--- src/rtl/irq_prio_pkg.sv ---
package irq_prio_pkg;
  localparam int NSRC    = 12;
  localparam int NGRP    = 6;
  localparam int LVLW    = 2;
  localparam int NEST    = 4;
  localparam int VECW    = $clog2(NSRC);
  localparam int ADDRW   = 3;
  localparam int DATAW   = 8;
  localparam int DEPW    = $clog2(NEST + 1);
  localparam int PTRW    = $clog2(NEST);
  localparam int HOST_SRC = 10;
  localparam int AUX_SRC  = 11;
  localparam int WD_BIT   = 6;

  localparam logic [ADDRW-1:0] A_EN_LO  = 3'd0;
  localparam logic [ADDRW-1:0] A_EN_HI  = 3'd1;
  localparam logic [ADDRW-1:0] A_FLG_LO = 3'd2;
  localparam logic [ADDRW-1:0] A_FLG_HI = 3'd3;
  localparam logic [ADDRW-1:0] A_LVL_LO = 3'd4;
  localparam logic [ADDRW-1:0] A_LVL_HI = 3'd5;

  typedef logic [LVLW-1:0] lvl_t;

  // group that a source belongs to: sources are paired
  function automatic int group_of(input int src);
    return src / 2;
  endfunction

  // level of a source from the two split level registers
  function automatic lvl_t level_of(input logic [NGRP-1:0] lo,
                                    input logic [NGRP-1:0] hi,
                                    input int src);
    int g;
    g = group_of(src);
    return {hi[g], lo[g]};
  endfunction

  // replace the low and/or high byte of a per-source bank
  function automatic logic [NSRC-1:0] bank_write(input logic [NSRC-1:0] cur,
                                                 input logic [DATAW-1:0] d,
                                                 input logic sel_lo,
                                                 input logic sel_hi);
    logic [NSRC-1:0] r;
    r = cur;
    for (int i = 0; i < NSRC; i++) begin
      if (i < DATAW) begin
        if (sel_lo) r[i] = d[i % DATAW];
      end else if (sel_hi) begin
        r[i] = d[i % DATAW];
      end
    end
    return r;
  endfunction
endpackage

--- src/rtl/irq_regs.sv ---
module irq_regs
  import irq_prio_pkg::*;
(
  input  logic             clk,
  input  logic             rst_n,
  input  logic             wr,
  input  logic [ADDRW-1:0] addr,
  input  logic [DATAW-1:0] wdata,
  input  logic [NSRC-1:0]  set,
  input  logic             clr_valid,
  input  logic [VECW-1:0]  clr_idx,
  output logic [NSRC-1:0]  en,
  output logic             gen,
  output logic [NSRC-1:0]  flags,
  output logic [NGRP-1:0]  lvl_lo,
  output logic [NGRP-1:0]  lvl_hi,
  output logic [DATAW-1:0] rdata
);
  localparam logic [VECW-1:0] AUX_IDX = VECW'(AUX_SRC);

  logic [NSRC-1:0] en_q, flg_q, en_nxt, flg_nxt;
  logic [NGRP-1:0] lo_q, hi_q;
  logic            gen_q, wd_q;

  always_comb begin
    en_nxt  = bank_write(en_q, wdata, wr && addr == A_EN_LO, wr && addr == A_EN_HI);
    flg_nxt = bank_write(flg_q, wdata, wr && addr == A_FLG_LO, wr && addr == A_FLG_HI);
    if (clr_valid && clr_idx != AUX_IDX) flg_nxt[clr_idx] = 1'b0;
    flg_nxt = flg_nxt | set;
  end

  always_ff @(posedge clk or negedge rst_n) begin
    if (!rst_n) begin
      en_q  <= '0;
      flg_q <= '0;
      lo_q  <= '0;
      hi_q  <= '0;
      gen_q <= 1'b0;
      wd_q  <= 1'b0;
    end else begin
      en_q  <= en_nxt;
      flg_q <= flg_nxt;
      if (wr && addr == A_EN_HI) gen_q <= wdata[DATAW-1];
      if (wr && addr == A_LVL_LO) begin
        lo_q <= wdata[NGRP-1:0];
        wd_q <= wdata[WD_BIT];
      end
      if (wr && addr == A_LVL_HI) hi_q <= wdata[NGRP-1:0];
    end
  end

  always_comb begin
    unique case (addr)
      A_EN_LO:  rdata = en_q[DATAW-1:0];
      A_EN_HI:  rdata = {gen_q, 7'(en_q >> DATAW)};
      A_FLG_LO: rdata = flg_q[DATAW-1:0];
      A_FLG_HI: rdata = DATAW'(flg_q >> DATAW);
      A_LVL_LO: rdata = DATAW'({wd_q, lo_q});
      A_LVL_HI: rdata = DATAW'(hi_q);
      default:  rdata = '0;
    endcase
  end

  assign en     = en_q;
  assign gen    = gen_q;
  assign flags  = flg_q;
  assign lvl_lo = lo_q;
  assign lvl_hi = hi_q;
endmodule

--- src/rtl/irq_arbiter.sv ---
module irq_arbiter
  import irq_prio_pkg::*;
(
  input  logic [NSRC-1:0] flags,
  input  logic [NSRC-1:0] en,
  input  logic            gen,
  input  logic [NGRP-1:0] lvl_lo,
  input  logic [NGRP-1:0] lvl_hi,
  output logic            win_valid,
  output logic [VECW-1:0] win_idx,
  output lvl_t            win_lvl
);
  logic [NSRC-1:0] req;

  // sub-source also needs the enable of its host interrupt
  always_comb begin
    req = flags & en & {NSRC{gen}};
    req[AUX_SRC] = req[AUX_SRC] & en[HOST_SRC];
  end

  // scan in polling order; only a strictly higher level displaces
  always_comb begin
    lvl_t lv;
    win_valid = 1'b0;
    win_idx   = '0;
    win_lvl   = '0;
    for (int i = 0; i < NSRC; i++) begin
      lv = level_of(lvl_lo, lvl_hi, i);
      if (req[i] && (!win_valid || lv > win_lvl)) begin
        win_valid = 1'b1;
        win_idx   = VECW'(i);
        win_lvl   = lv;
      end
    end
  end
endmodule

--- src/rtl/irq_nest_stack.sv ---
module irq_nest_stack
  import irq_prio_pkg::*;
(
  input  logic            clk,
  input  logic            rst_n,
  input  logic            push,
  input  lvl_t            push_lvl,
  input  logic            pop,
  output logic [DEPW-1:0] depth,
  output lvl_t            top_lvl,
  output logic            busy
);
  localparam logic [DEPW-1:0] NEST_D = DEPW'(NEST);
  localparam logic [DEPW-1:0] ONE_D  = DEPW'(1);

  lvl_t            stk_q [NEST];
  logic [DEPW-1:0] depth_q, d_after;

  assign d_after = (pop && depth_q != '0) ? depth_q - ONE_D : depth_q;

  always_ff @(posedge clk or negedge rst_n) begin
    if (!rst_n) begin
      depth_q <= '0;
      for (int i = 0; i < NEST; i++) stk_q[i] <= '0;
    end else if (push && d_after < NEST_D) begin
      stk_q[PTRW'(d_after)] <= push_lvl;
      depth_q <= d_after + ONE_D;
    end else begin
      depth_q <= d_after;
    end
  end

  assign depth   = depth_q;
  assign busy    = depth_q != '0;
  assign top_lvl = busy ? stk_q[PTRW'(depth_q - ONE_D)] : '0;
endmodule

--- src/rtl/irq_prio_ctrl.sv ---
module irq_prio_ctrl
  import irq_prio_pkg::*;
(
  input  logic             clk,
  input  logic             rst_n,
  input  logic             reg_wr,
  input  logic [ADDRW-1:0] reg_addr,
  input  logic [DATAW-1:0] reg_wdata,
  output logic [DATAW-1:0] reg_rdata,
  input  logic [NSRC-1:0]  src_set,
  input  logic             ack,
  input  logic             reti,
  output logic             irq_req,
  output logic [VECW-1:0]  irq_vec
);
  logic [NSRC-1:0] en, flags;
  logic            gen;
  logic [NGRP-1:0] lvl_lo, lvl_hi;
  logic            win_valid;
  logic [VECW-1:0] win_idx;
  lvl_t            win_lvl;
  logic [DEPW-1:0] nest_depth;
  lvl_t            top_lvl;
  logic            nest_busy;

  logic            req_q;
  logic [VECW-1:0] vec_q;
  lvl_t            req_lvl;

  // named events for the checker
  logic take;      // core accepts the presented request
  logic forward;   // winner may be presented
  assign take    = ack && req_q;
  assign forward = win_valid && (!nest_busy || win_lvl > top_lvl);

  irq_regs u_regs (
    .clk, .rst_n,
    .wr(reg_wr), .addr(reg_addr), .wdata(reg_wdata),
    .set(src_set), .clr_valid(take), .clr_idx(vec_q),
    .en, .gen, .flags, .lvl_lo, .lvl_hi,
    .rdata(reg_rdata)
  );

  irq_arbiter u_arb (
    .flags, .en, .gen, .lvl_lo, .lvl_hi,
    .win_valid, .win_idx, .win_lvl
  );

  irq_nest_stack u_nest (
    .clk, .rst_n,
    .push(take), .push_lvl(req_lvl), .pop(reti),
    .depth(nest_depth), .top_lvl, .busy(nest_busy)
  );

  always_ff @(posedge clk or negedge rst_n) begin
    if (!rst_n) begin
      req_q   <= 1'b0;
      vec_q   <= '0;
      req_lvl <= '0;
    end else if (req_q) begin
      if (ack) req_q <= 1'b0;
    end else if (forward) begin
      req_q   <= 1'b1;
      vec_q   <= win_idx;
      req_lvl <= win_lvl;
    end
  end

  assign irq_req = req_q;
  assign irq_vec = vec_q;
endmodule

--- config.mk ---
export PLATFORM = sky130hd
export DESIGN_NAME = irq_prio_ctrl
export DESIGN_NICKNAME = d
export VERILOG_FILES = /design/src/rtl/irq_prio_pkg.sv /design/src/rtl/irq_regs.sv /design/src/rtl/irq_arbiter.sv /design/src/rtl/irq_nest_stack.sv /design/src/rtl/irq_prio_ctrl.sv
export SDC_FILE = /design/constraint.sdc
export NUM_CORES = 1
export LEC_CHECK = 0
export BUFFER_PORTS_ARGS = -buffer_cell sky130_fd_sc_hd__buf_2
export CORE_MARGIN = 2
export CORE_UTILIZATION = 40
export DETAILED_ROUTE_END_ITERATION = 8
export GPL_ROUTABILITY_DRIVEN = 0
export GPL_TIMING_DRIVEN = 0
export PLACE_DENSITY_LB_ADDON = 0.15
export SLEW_MARGIN = 10
export SYNTH_ARGS = -nofsm -noshare
export SYNTH_HDL_FRONTEND = slang
export SYNTH_SLANG_ARGS = --single-unit
--- constraint.sdc ---
create_clock -name clk -period 19.12 [get_ports clk]
set_clock_uncertainty 0.2 [all_clocks]
set_input_delay 0 -clock clk [delete_from_list [all_inputs] [get_ports clk]]
set_output_delay 0 -clock clk [all_outputs]
set_load 0.01 [all_outputs]
# [After elaboration in Yosys (flattened, before gate mapping)]
# Index checks and enable logic that the tools add are counted.
[word_totals] register_bits=56 elab_cells=164 out_inout_bits=13 input_bits=28
[op_classes] order_cmp=18 eq_ne=6 n_mux=63 n_reduce_logical=51 add_sub_neg=2 bitwise_logic=9
[op_table] op="$pmux W8 S6" count=1
[op_table] op="$and A12 B12 Y12" count=3
[op_table] op="$mux W2" count=18
[op_table] op="$mux W1" count=29
[op_table] op="$gt A2 B2 Y1" count=12
[op_table] op="$logic_and A1 B1 Y1" count=24
[op_table] op="$mux W3" count=6
[op_table] op="$mux W4" count=4
[op_table] op="$logic_not A1 Y1" count=12
[op_table] op="$logic_or A1 B1 Y1" count=12
[op_table] op="$mux W12" count=1
[op_table] op="$not A12 Y12" count=1
[op_table] op="$or A12 B12 Y12" count=1
[op_table] op="$bwmux W8" count=1
[op_table] op="$eq A3 B2 Y1 const B" count=2
[op_table] op="$eq A3 B3 Y1 const B" count=2
[op_table] op="$ge A3 B3 Y1 const B" count=2
[op_table] op="$not A2 Y3" count=2
[op_table] op="$lt A4 B5 Y1 const B" count=1
[op_table] op="$bmux W2 S2" count=1
[op_table] op="$demux W1 S4" count=1
[op_table] op="$demux W2 S2" count=1
[op_table] op="$ge A4 B1 Y1 const B" count=1
[op_table] op="$ne A4 B4 Y1 const B" count=1
[op_table] op="other kinds (10)" count=10

# [Depth between registers and ports, before layout]
# Gate-level depths: netlist of run 1.
[depth] word_depth=52 ltp_mapped=74 ltp_nobuf=72

# [Cells and area by module]
# A second synthesis of run 1 with hierarchy kept.
[hier_totals] hier_cells=404 hier_area_um2=4119.0
[modules_own_cells] mod="irq_regs" instances=1 area_each_um2=1990.7 seq_area_each_um2=950.9 cells_each=176
[modules_own_cells] mod="irq_arbiter" instances=1 area_each_um2=1149.9 seq_area_each_um2=0.0 cells_each=154
[modules_own_cells] mod="irq_nest_stack" instances=1 area_each_um2=636.9 seq_area_each_um2=275.3 cells_each=50
[modules_own_cells] mod="irq_prio_ctrl" instances=1 area_each_um2=341.6 seq_area_each_um2=175.2 cells_each=24

# [Worst setup path after synthesis of run 1]
# OpenSTA, ideal clock, no wires.
[synth_timing] kind="register to register" startpoint="reg u_regs.en_q[0] (netlist: u_regs.en[0])" endpoint="reg req_lvl[0]" n_path_buf=1 setup_time_ns=0.137 path_stages_with_launch=69 synth_period_minus_slack_ns=13.853 required_time_ns=18.783 slack_ns=5.267 t_arrival_ns=13.516 cell_sequence="dfrtp_1 -> a22o_1 -> and3_1 -> ha_1 -> nor3b_1 -> a21o_1 -> o211ai_1 -> a21boi_0 -> ha_1 -> nor2_1 -> o2111a_1 -> nand2_1 -> and3_1 -> or2_2 -> ha_1 -> nor2_1 -> nand2_1 -> a211oi_2 -> [... 33 more ...] -> a31oi_1 -> nor2_1 -> nor3_1 -> a21oi_1 -> ha_1 -> nor2b_1 -> a2bb2oi_1 -> a31o_2 -> a21o_1 -> o31ai_1 -> ha_1 -> a21oi_1 -> a21oi_1 -> o221ai_1 -> clkbuf_1 -> nor2_1 -> a22oi_1 -> o31ai_1"
[synth_between] elab_chain_cells=51 elab_cells_between_ends=74 cone_classes="order compare (12); mux (24); bitwise (2); reduce/logical (36)"
[synth_lines] element="from (decl)" line_no="irq_regs.sv:21" source="logic [NSRC-1:0] en_q, flg_q, en_nxt, flg_nxt;"
[synth_lines] element="from (signal assigned)" line_no="irq_regs.sv:41" source="en_q <= en_nxt;"
[synth_lines] element="$and A12 B12 Y12 (*) (2 in a row)" line_no="irq_arbiter.sv:17" source="req = flags & en & {NSRC{gen}};"
[synth_lines] element="$mux W2 or $mux W1 (tied branches)" line_no="irq_arbiter.sv:29" source="if (req[i] && (!win_valid || lv > win_lvl)) begin"
[synth_lines] element="$gt A2 B2 Y1 or $logic_not A1 Y1 (tied branches)" line_no="irq_arbiter.sv:29"
[synth_lines] element="$logic_or A1 B1 Y1" line_no="irq_arbiter.sv:29"
[synth_lines] element="$logic_and A1 B1 Y1" line_no="irq_arbiter.sv:29"
[synth_lines] element="$mux W2 or $mux W1 (tied branches)" line_no="irq_arbiter.sv:29"
[synth_lines] element="$gt A2 B2 Y1 or $logic_not A1 Y1 (tied branches)" line_no="irq_arbiter.sv:29"
[synth_lines] element="$logic_or A1 B1 Y1" line_no="irq_arbiter.sv:29"
[synth_lines] element="[... 35 more ...]"
[synth_lines] element="$logic_or A1 B1 Y1" line_no="irq_arbiter.sv:29"
[synth_lines] element="$logic_and A1 B1 Y1" line_no="irq_arbiter.sv:29"
[synth_lines] element="$mux W2 (*)" line_no="irq_arbiter.sv:29"
[synth_lines] element="via u_arb.win_lvl[1]" line_no="irq_arbiter.sv:11" source="output lvl_t win_lvl"
[synth_lines] element="$gt A2 B2 Y1 (*)" line_no="irq_prio_ctrl.sv:34" source="assign forward = win_valid && (!nest_busy || win_lvl > top_lvl);"
[synth_lines] element="$logic_or A1 B1 Y1 (*)" line_no="irq_prio_ctrl.sv:34"
[synth_lines] element="$logic_and A1 B1 Y1 (*)" line_no="irq_prio_ctrl.sv:34"
[synth_lines] element="$reduce_and A2 Y1 (no line) (*)"
[synth_lines] element="to (signal assigned)" line_no="irq_prio_ctrl.sv:65" source="req_lvl <= win_lvl;"
[synth_lines] element="to (decl)" line_no="irq_prio_ctrl.sv:28" source="lvl_t req_lvl;"
# Mark *: on every way through the listed nets, which the timed path passes. The rest lies on a longest branch.
# A chain may end at the register's enable or synchronous reset.

# [Worst setup path after layout of run 1]
[layout_timing] startpoint="reg u_regs.gen_q (netlist: u_regs.gen)" endpoint="reg req_lvl[0]"
[layout_between] elab_chain_cells=50 elab_cells_between_ends=74 cone_classes="order compare (12); mux (24); bitwise (2); reduce/logical (36)"
[layout_lines] element="from (decl)" line_no="irq_regs.sv:23" source="logic gen_q, wd_q;"
[layout_lines] element="from (signal assigned)" line_no="irq_regs.sv:43" source="if (wr && addr == A_EN_HI) gen_q <= wdata[DATAW-1];"
[layout_lines] element="$and A12 B12 Y12 (*)" line_no="irq_arbiter.sv:17"
[layout_lines] element="$mux W2 or $mux W1 (tied branches)" line_no="irq_arbiter.sv:29"
[layout_lines] element="$gt A2 B2 Y1 or $logic_not A1 Y1 (tied branches)" line_no="irq_arbiter.sv:29"
[layout_lines] element="$logic_or A1 B1 Y1" line_no="irq_arbiter.sv:29"
[layout_lines] element="$logic_and A1 B1 Y1" line_no="irq_arbiter.sv:29"
[layout_lines] element="$mux W2 or $mux W1 (tied branches)" line_no="irq_arbiter.sv:29"
[layout_lines] element="$gt A2 B2 Y1 or $logic_not A1 Y1 (tied branches)" line_no="irq_arbiter.sv:29"
[layout_lines] element="$logic_or A1 B1 Y1" line_no="irq_arbiter.sv:29"
[layout_lines] element="[... 35 more ...]"
[layout_lines] element="$logic_or A1 B1 Y1" line_no="irq_arbiter.sv:29"
[layout_lines] element="$logic_and A1 B1 Y1" line_no="irq_arbiter.sv:29"
[layout_lines] element="$mux W2 (*)" line_no="irq_arbiter.sv:29"
[layout_lines] element="via u_arb.win_lvl[1]" line_no="irq_arbiter.sv:11"
[layout_lines] element="$gt A2 B2 Y1 (*)" line_no="irq_prio_ctrl.sv:34"
[layout_lines] element="$logic_or A1 B1 Y1 (*)" line_no="irq_prio_ctrl.sv:34"
[layout_lines] element="$logic_and A1 B1 Y1 (*)" line_no="irq_prio_ctrl.sv:34"
[layout_lines] element="$reduce_and A2 Y1 (no line) (*)"
# Marked as above.

==> flow_summary_export.csv, run 1 <==
group,metric,value,unit
synth,syn_inst,403,
finish,fill_cells,881,
cts,cts_sinks,56,
synth,synth_area,3860,sq um
run,drv_cap,0,
synth,seq_area_frac_synth,36.3,%
floorplanning,die_area,10500,sq um
finish,area_growth,21.4,%
setup_path,crit_top_cell,"ha_1",
setup_path,worst-setup-path-type,"reg -> reg",
setup_path,cpMaxStageDelayCell,"a2111o_1",
cts,postCtsHoldBufs,34,
timing,worst_pin_slew,0.733,ns
timing,slew_headroom,51.1,%
power,powerDensity,130,nW/um^2
finish,drive_gt1_share,20.7,%
grt,grt_start_max_net_pins,57,
setup_path,cp_data_required_time,19.11,ns
finish,final_cells,612,
synth,synth_edf_count,0,
drt,drt-total-wl,10.6,mm
cts,htreeDepth,2,
synth,synth_flop_cell,"dfrtp_1",
finish,layout.nets,531,
power,ir_worst_vdd,0.0902,mV
floorplanning,io_pins,41,
setup_path,end_kind,"flop",
cts,cts_tree,"done",
setup_path,arrival,15.87,ns
placement,portBuffers,39,
grt,grt_usage,21.6,%
placement,dp_cells,571,
floorplanning,rows,35,
cts,cts-root-buf,"clkbuf_8",
setup_path,cpPeakStageDelay,0.43,ns
synth,synthArstFlopShare,100,%
synth,yosysTopAreaCell,"dfrtp_1",
timing,finalCritPeriodShare,83.0,%
timing,maxSlewViolCount,0,
worst_hold_path,hold_path_class,"in -> reg",
grt,gr-total-overflow,0,
synth,ys_warn_count,0,
drt,vias,3417,
cts,clk_pin_slew,0.10,ns
floorplanning,die_w,102,um
cts,clk_latency,0.31,ns
cts,cts_resized,0,
setup_path,start_kind,"flop",
placement,dp.final_hpwl,7.90,mm
setup_path,cp_max_fo,10,
grt,first_global_vias,3346,
synth,synthTopCellsByArea,"dfrtp_1 (36%), mux2_2 (10%), ha_1 (6.5%)",
timing,hold_viol_final,0,
grt,antenna_found_initial,0,
synth,synth-seq-cells,56,
synth,synth_top_area_share,36.3,%
finish,diodes,0,
drt,ant_nets,0,
floorplanning,dieHeight,102,um
drt,wl_per_cell,17.3,um
drt,detail_route.first_pass.iterations,5,
cts,cts_setup_buffers,0,
timing,tns,0,ns
drt,dr.first_iter.drc_count,264,
timing,max_freq,63.0,MHz
grt,grt_pass1_wl,17.3,mm
floorplanning,start_util,41.4,%
cts,cts_buffers,5,
timing,setup-violations-final,0,
outcome,status,"finished, final reports clean",
floorplanning,core_area,9330,sq um
cts,clockBufferDepth,2,
timing,rsz0062_at_grt,"false",
timing,fin_crit,15.88,ns
synth,synth_cell_types,59,
power,leakage,2.07,nW
drt,drcViolationCount,0,
synth,syn_nets,451,
drt,viasPerCell,5.58,
synth,synth.avg_cell_area,9.59,sq um
-- final timing paths --
check                                startpoint               to  slack (ns)  cells past startpoint
worst min-delay path                       reti  u_nest.depth[2]        0.03                      4
worst min register to register  u_nest.stk_q[5]  u_nest.stk_q[5]        0.31                      1
worst max-delay path                 u_regs.gen       req_lvl[0]        3.24                     69
min in group asynchronous                 rst_n  u_regs.flags[1]        0.07                      2
max in group asynchronous                 rst_n  u_nest.stk_q[1]       18.15                      2
worst max register to register       u_regs.gen       req_lvl[0]        3.24                     69
-- cell type report --
class	instances	area, sq um	share of cell area, %
Buffer	12	46.3	0.987
Inverter	18	67.6	1.44
Sequential cell	56	1400	29.9
Clock buffer	5	68.8	1.47
Timing Repair Buffer	73	538	11.5
Multi-Input combinational cell	317	2350	50.1
Tap cell	129	161	3.44
Clock inverter	2	60.1	1.28
-- metrics by stage --
stage	cell area (sq um)	hold WS [ns]	power, mW	worst slack (ns)	utilization [%]
floorplan	3860	-0.496	0.430	5.27	-
global placement	4220	-0.00449	0.504	3.70	45.2
detailed placement	4220	-0.0919	0.512	3.47	45.3
CTS	4690	0.0248	0.612	3.40	50.3
global route	4690	0.0381	0.665	2.21	50.3
finish	4690	0.0318	0.610	3.24	50.3
-- cell usage after synthesis (2+ instances only) --
cell / instances
dfrtp_1: 56
nand2_1: 42
mux2_2: 35
nor2_1: 31
a21oi_1: 20
ha_1: 20
mux2i_1: 19
inv_1: 18
o21ai_0: 16
o21bai_1: 13
nand3_1: 12
clkbuf_1: 10
and3_1: 8
nor3_1: 7
a31oi_1: 6
and2_1: 6
o31ai_1: 6
a221oi_1: 5
a22o_1: 5
nor2b_1: 5
or2_2: 5
a21o_1: 4
nand2b_1: 4
a2bb2oi_1: 3
a31o_2: 3
and4_1: 3
o211ai_1: 3
a211o_1: 2
a22oi_1: 2
a22oi_2: 2
mux4_2: 2
o31a_1: 2
xnor2_1: 2
-- sequential cells by signal, indices dropped and copies added, names as in the netlist --
name / cells
u_regs.gen: 1
irq_req: 1
u_regs.wd_q: 1
u_regs.flags: 12
u_nest.stk_q: 8
u_regs.en: 12
irq_vec: 4
req_lvl: 2
u_nest.depth: 3
u_regs.lvl_hi: 6
u_regs.lvl_lo: 6
-- report_power, final --
part	total (mW)	switching [mW]	internal [mW]
combinational	0.332	0.176	0.156
sequential	0.188	0.0365	0.151
clock	0.0910	0.0394	0.0516
-- critical path: cells and delay by family, from the launching register on --
family	cells	cell delay [ns]
DFF	1	0.37
AOI/OAI and AO/OA	28	5.76
buffers and inverters	3	0.97
and+or+nand+nor	26	5.06
adders and majority gates	11	3.02
muxes	1	0.37
-- cell usage in the layout, fill, tap and decap left out, types with 6 or more instances in the layout --
cell and count:
nor3_1 7, o31ai_1 6, and3_1 8, ha_1 20, nand2_1 42, mux2_2 35
o21ai_0 16, a21oi_1 20, inv_1 18, a31oi_1 6, dlygate4sd3_1 34, o21bai_1 13
nand3_1 12, mux2i_1 19, nor2_1 31, and2_1 6, clkbuf_1 10, dfrtp_1 56
buf_2 39
-- per-layer routing --
layer | global-route usage [%] | vias to the layer above | wire length (um)
li1 | - | 1652 | -
met1 | 30.7 | 1680 | 5120
met2 | 35.6 | 78 | 4930
met3 | 2.53 | 7 | 448
met4 | 4.41 | 0 | 91
met5 | 0 | - | 0
-- cell families (layout without fill, tap and decap cells) --
logic type,Yosys count,count (layout),share of synthesized area (%)
compound gates,108,108,21.1
xor+xnor,2,2,0.453
fa+ha+maj,21,21,6.74
buf+inv,30,110,2.95
flops,56,56,36.3
mux,56,56,16.3
simple gates,130,130,16.2
No activity file was read; power rests on OpenSTA's default activity.
==> run 2, diff against run 1 <==
==> constraint.sdc (replaced) <==
create_clock -name clk -period 15.3 [get_ports clk]
set_clock_uncertainty 0.2 [all_clocks]
set_input_delay 0 -clock clk [delete_from_list [all_inputs] [get_ports clk]]
set_output_delay 0 -clock clk [all_outputs]
set_load 0.01 [all_outputs]
==> flow_summary_export.csv, run 2 (synthesis gave the netlist of run 1 again) <==
group,metric,value,unit
finish,layout.nets,537,
finish,mostFrequentLayoutCells,"dfrtp_1 (54), nand2_1 (41), buf_2 (39)",
floorplanning,core_area,9330,sq um
worst_hold_path,hold_path_class,"in -> reg",
setup_path,cpPeakStageDelay,0.47,ns
finish,diodes,0,
setup_path,start_kind,"flop",
power,ir_worst_vdd,0.117,mV
floorplanning,die_w,102,um
setup_path,timing.rr.end,"req_lvl[1]",
timing,tns,0,ns
grt,gr-total-overflow,0,
cts,clockBufferDepth,2,
setup_path,crit_top_cell,"ha_1",
power,leakage,2.13,nW
drt,ant_nets,0,
placement,post-place-ws,-0.346,ns
floorplanning,io_pins,41,
timing,max_freq,69.0,MHz
cts,htreeDepth,2,
cts,cts_tree,"done",
timing,maxSlewViolCount,0,
timing,fin_crit,14.50,ns
floorplanning,die_area,10500,sq um
grt,first_global_vias,3339,
setup_path,arrival,14.50,ns
setup_path,cp_max_fo,6,
power,powerDensity,169,nW/um^2
drt,vias,3448,
setup_path,ff2ff_path_depth,67,
drt,viasPerCell,5.58,
cts,clk_latency,0.31,ns
floorplanning,start_util,41.4,%
placement,portBuffers,39,
run,drv_cap,0,
timing,hold_viol_final,0,
timing,worst_slack,0.802,ns
power,fin_total_pwr,820,uW
drt,drt-total-wl,10.7,mm
drt,dr.first_iter.drc_count,243,
timing,holdWs,0.0359,ns
placement,dp.final_hpwl,7.90,mm
worst_hold_path,worstHoldStart,"reti",
setup_path,cpMaxStageDelayCell,"dfrtp_2",
worst_hold_path,hold_end,"u_nest.depth[2]",
cts,cts_buffers,5,
timing,worst_pin_slew,0.869,ns
grt,antenna_found_initial,0,
floorplanning,rows,35,
floorplanning,dieHeight,102,um
grt,grt_usage,21.5,%
setup_path,end_kind,"flop",
outcome,status,"finished, final reports clean",
finish,drive_gt1_share,25.4,%
cts,cts-root-buf,"clkbuf_8",
grt,grt_pass1_wl,17.3,mm
finish,area_growth,25.6,%
setup_path,r2r_slack,0.80,ns
timing,slew_headroom,41.5,%
drt,drcViolationCount,0,
timing,setup-violations-final,0,
setup_path,r2r-start,"u_regs.flags[0]",
grt,grt_start_max_net_pins,57,
drt,detail_route.first_pass.iterations,4,
drt,wl_per_cell,17.2,um
setup_path,worst-setup-path-type,"reg -> reg",
setup_path,cp_data_required_time,15.30,ns
finish,final_util,52.0,%
worst_hold_path,min_delay_path_depth,5,
finish,final_common_cell,"dfrtp_1",
cts,clk_pin_slew,0.10,ns
timing,finalCritPeriodShare,94.8,%
cts,cts_sinks,56,
## run 2: changes by cell type in the layout (fill, tap and decap cells not counted), moves of 2 or more
| cell | change |
|---|---|
| nor2_1 | -3 |
| clkbuf_1 | -2 |
| nor2_2 | +2 |
| a31oi_1 | -3 |
| a2bb2oi_1 | -2 |
| a31oi_4 | +2 |
| dfrtp_2 | +2 |
| a2bb2oi_2 | +2 |
| dfrtp_1 | -2 |
| buf_4 | +7 |
## run 2: layout make-up
cell class / count / area, sq um
Buffer: 11 / 50.0
Fill cell: 866 / 4470
Clock inverter: 2 / 60.1
Clock buffer: 5 / 68.8
Sequential cell: 56 / 1400
Inverter: 18 / 67.6
Tap cell: 129 / 161
Multi-Input combinational cell: 317 / 2450
Timing Repair Buffer: 80 / 591
## run 2: repair_timing
| action | in CTS | in global routing |
|---|---|---|
| endpoints found under the hold margin | 95 | 0 |
| hold buffers | 34 | 0 |
| pin swaps | 0 | 3 |
| resized for setup | 3 | 23 |
| setup endpoints to repair | 7 | 7 |
| buffers inserted | 0 | 7 |
## run 2: power by group
group | leakage [nW] | switching (mW) | total [mW] | internal [mW]
combinational | 1.41 | 0.243 | 0.471 | 0.228
clock | 0.0642 | 0.0492 | 0.114 | 0.0645
sequential | 0.648 | 0.0459 | 0.235 | 0.189
total | 2.13 | 0.338 | 0.820 | 0.482
## run 2: worst max path at each step
stage,start,endpoint,slack [ns],cells after the start
2_1_floorplan,u_regs.en[0],req_lvl[0],1.45,68
3_3_place_gp,u_regs.gen,req_lvl[0],-0.12,69
3_5_place_dp,u_regs.gen,req_lvl[0],-0.35,69
4_1_cts,u_regs.flags[0],req_lvl[0],0.08,68
5_1_grt,u_regs.flags[0],req_lvl[0],-0.03,67
6_report,u_regs.flags[0],req_lvl[1],0.80,67
## run 2: critical path, delay by kind of cell, from the launching register on
family,cells,cell delay [ns]
flip-flops,1,0.47
buffers and inverters,1,0.16
AO/OA/AOI/OAI,28,5.66
multiplexers,2,0.66
AND/OR/NAND/NOR,25,4.16
adder cells (fa/ha/maj),11,3.09
## run 2: metal layers
layer,wire length [um],GRT usage (%)
met2,4970,35.5
met1,5000,30.6
met4,158,4.41
met3,515,2.53
met5,0,0
## run 2: stage by stage
| step | area [sq um] | cells |
|---|---|---|
| 2_1_floorplan | 3860 | 403 |
| 5_1_grt | 4850 | 618 |
| 6_report | 4850 | 618 |
| 4_1_cts | 4700 | 611 |
| 3_3_place_gp | 4220 | 571 |
| 3_5_place_dp | 4220 | 571 |
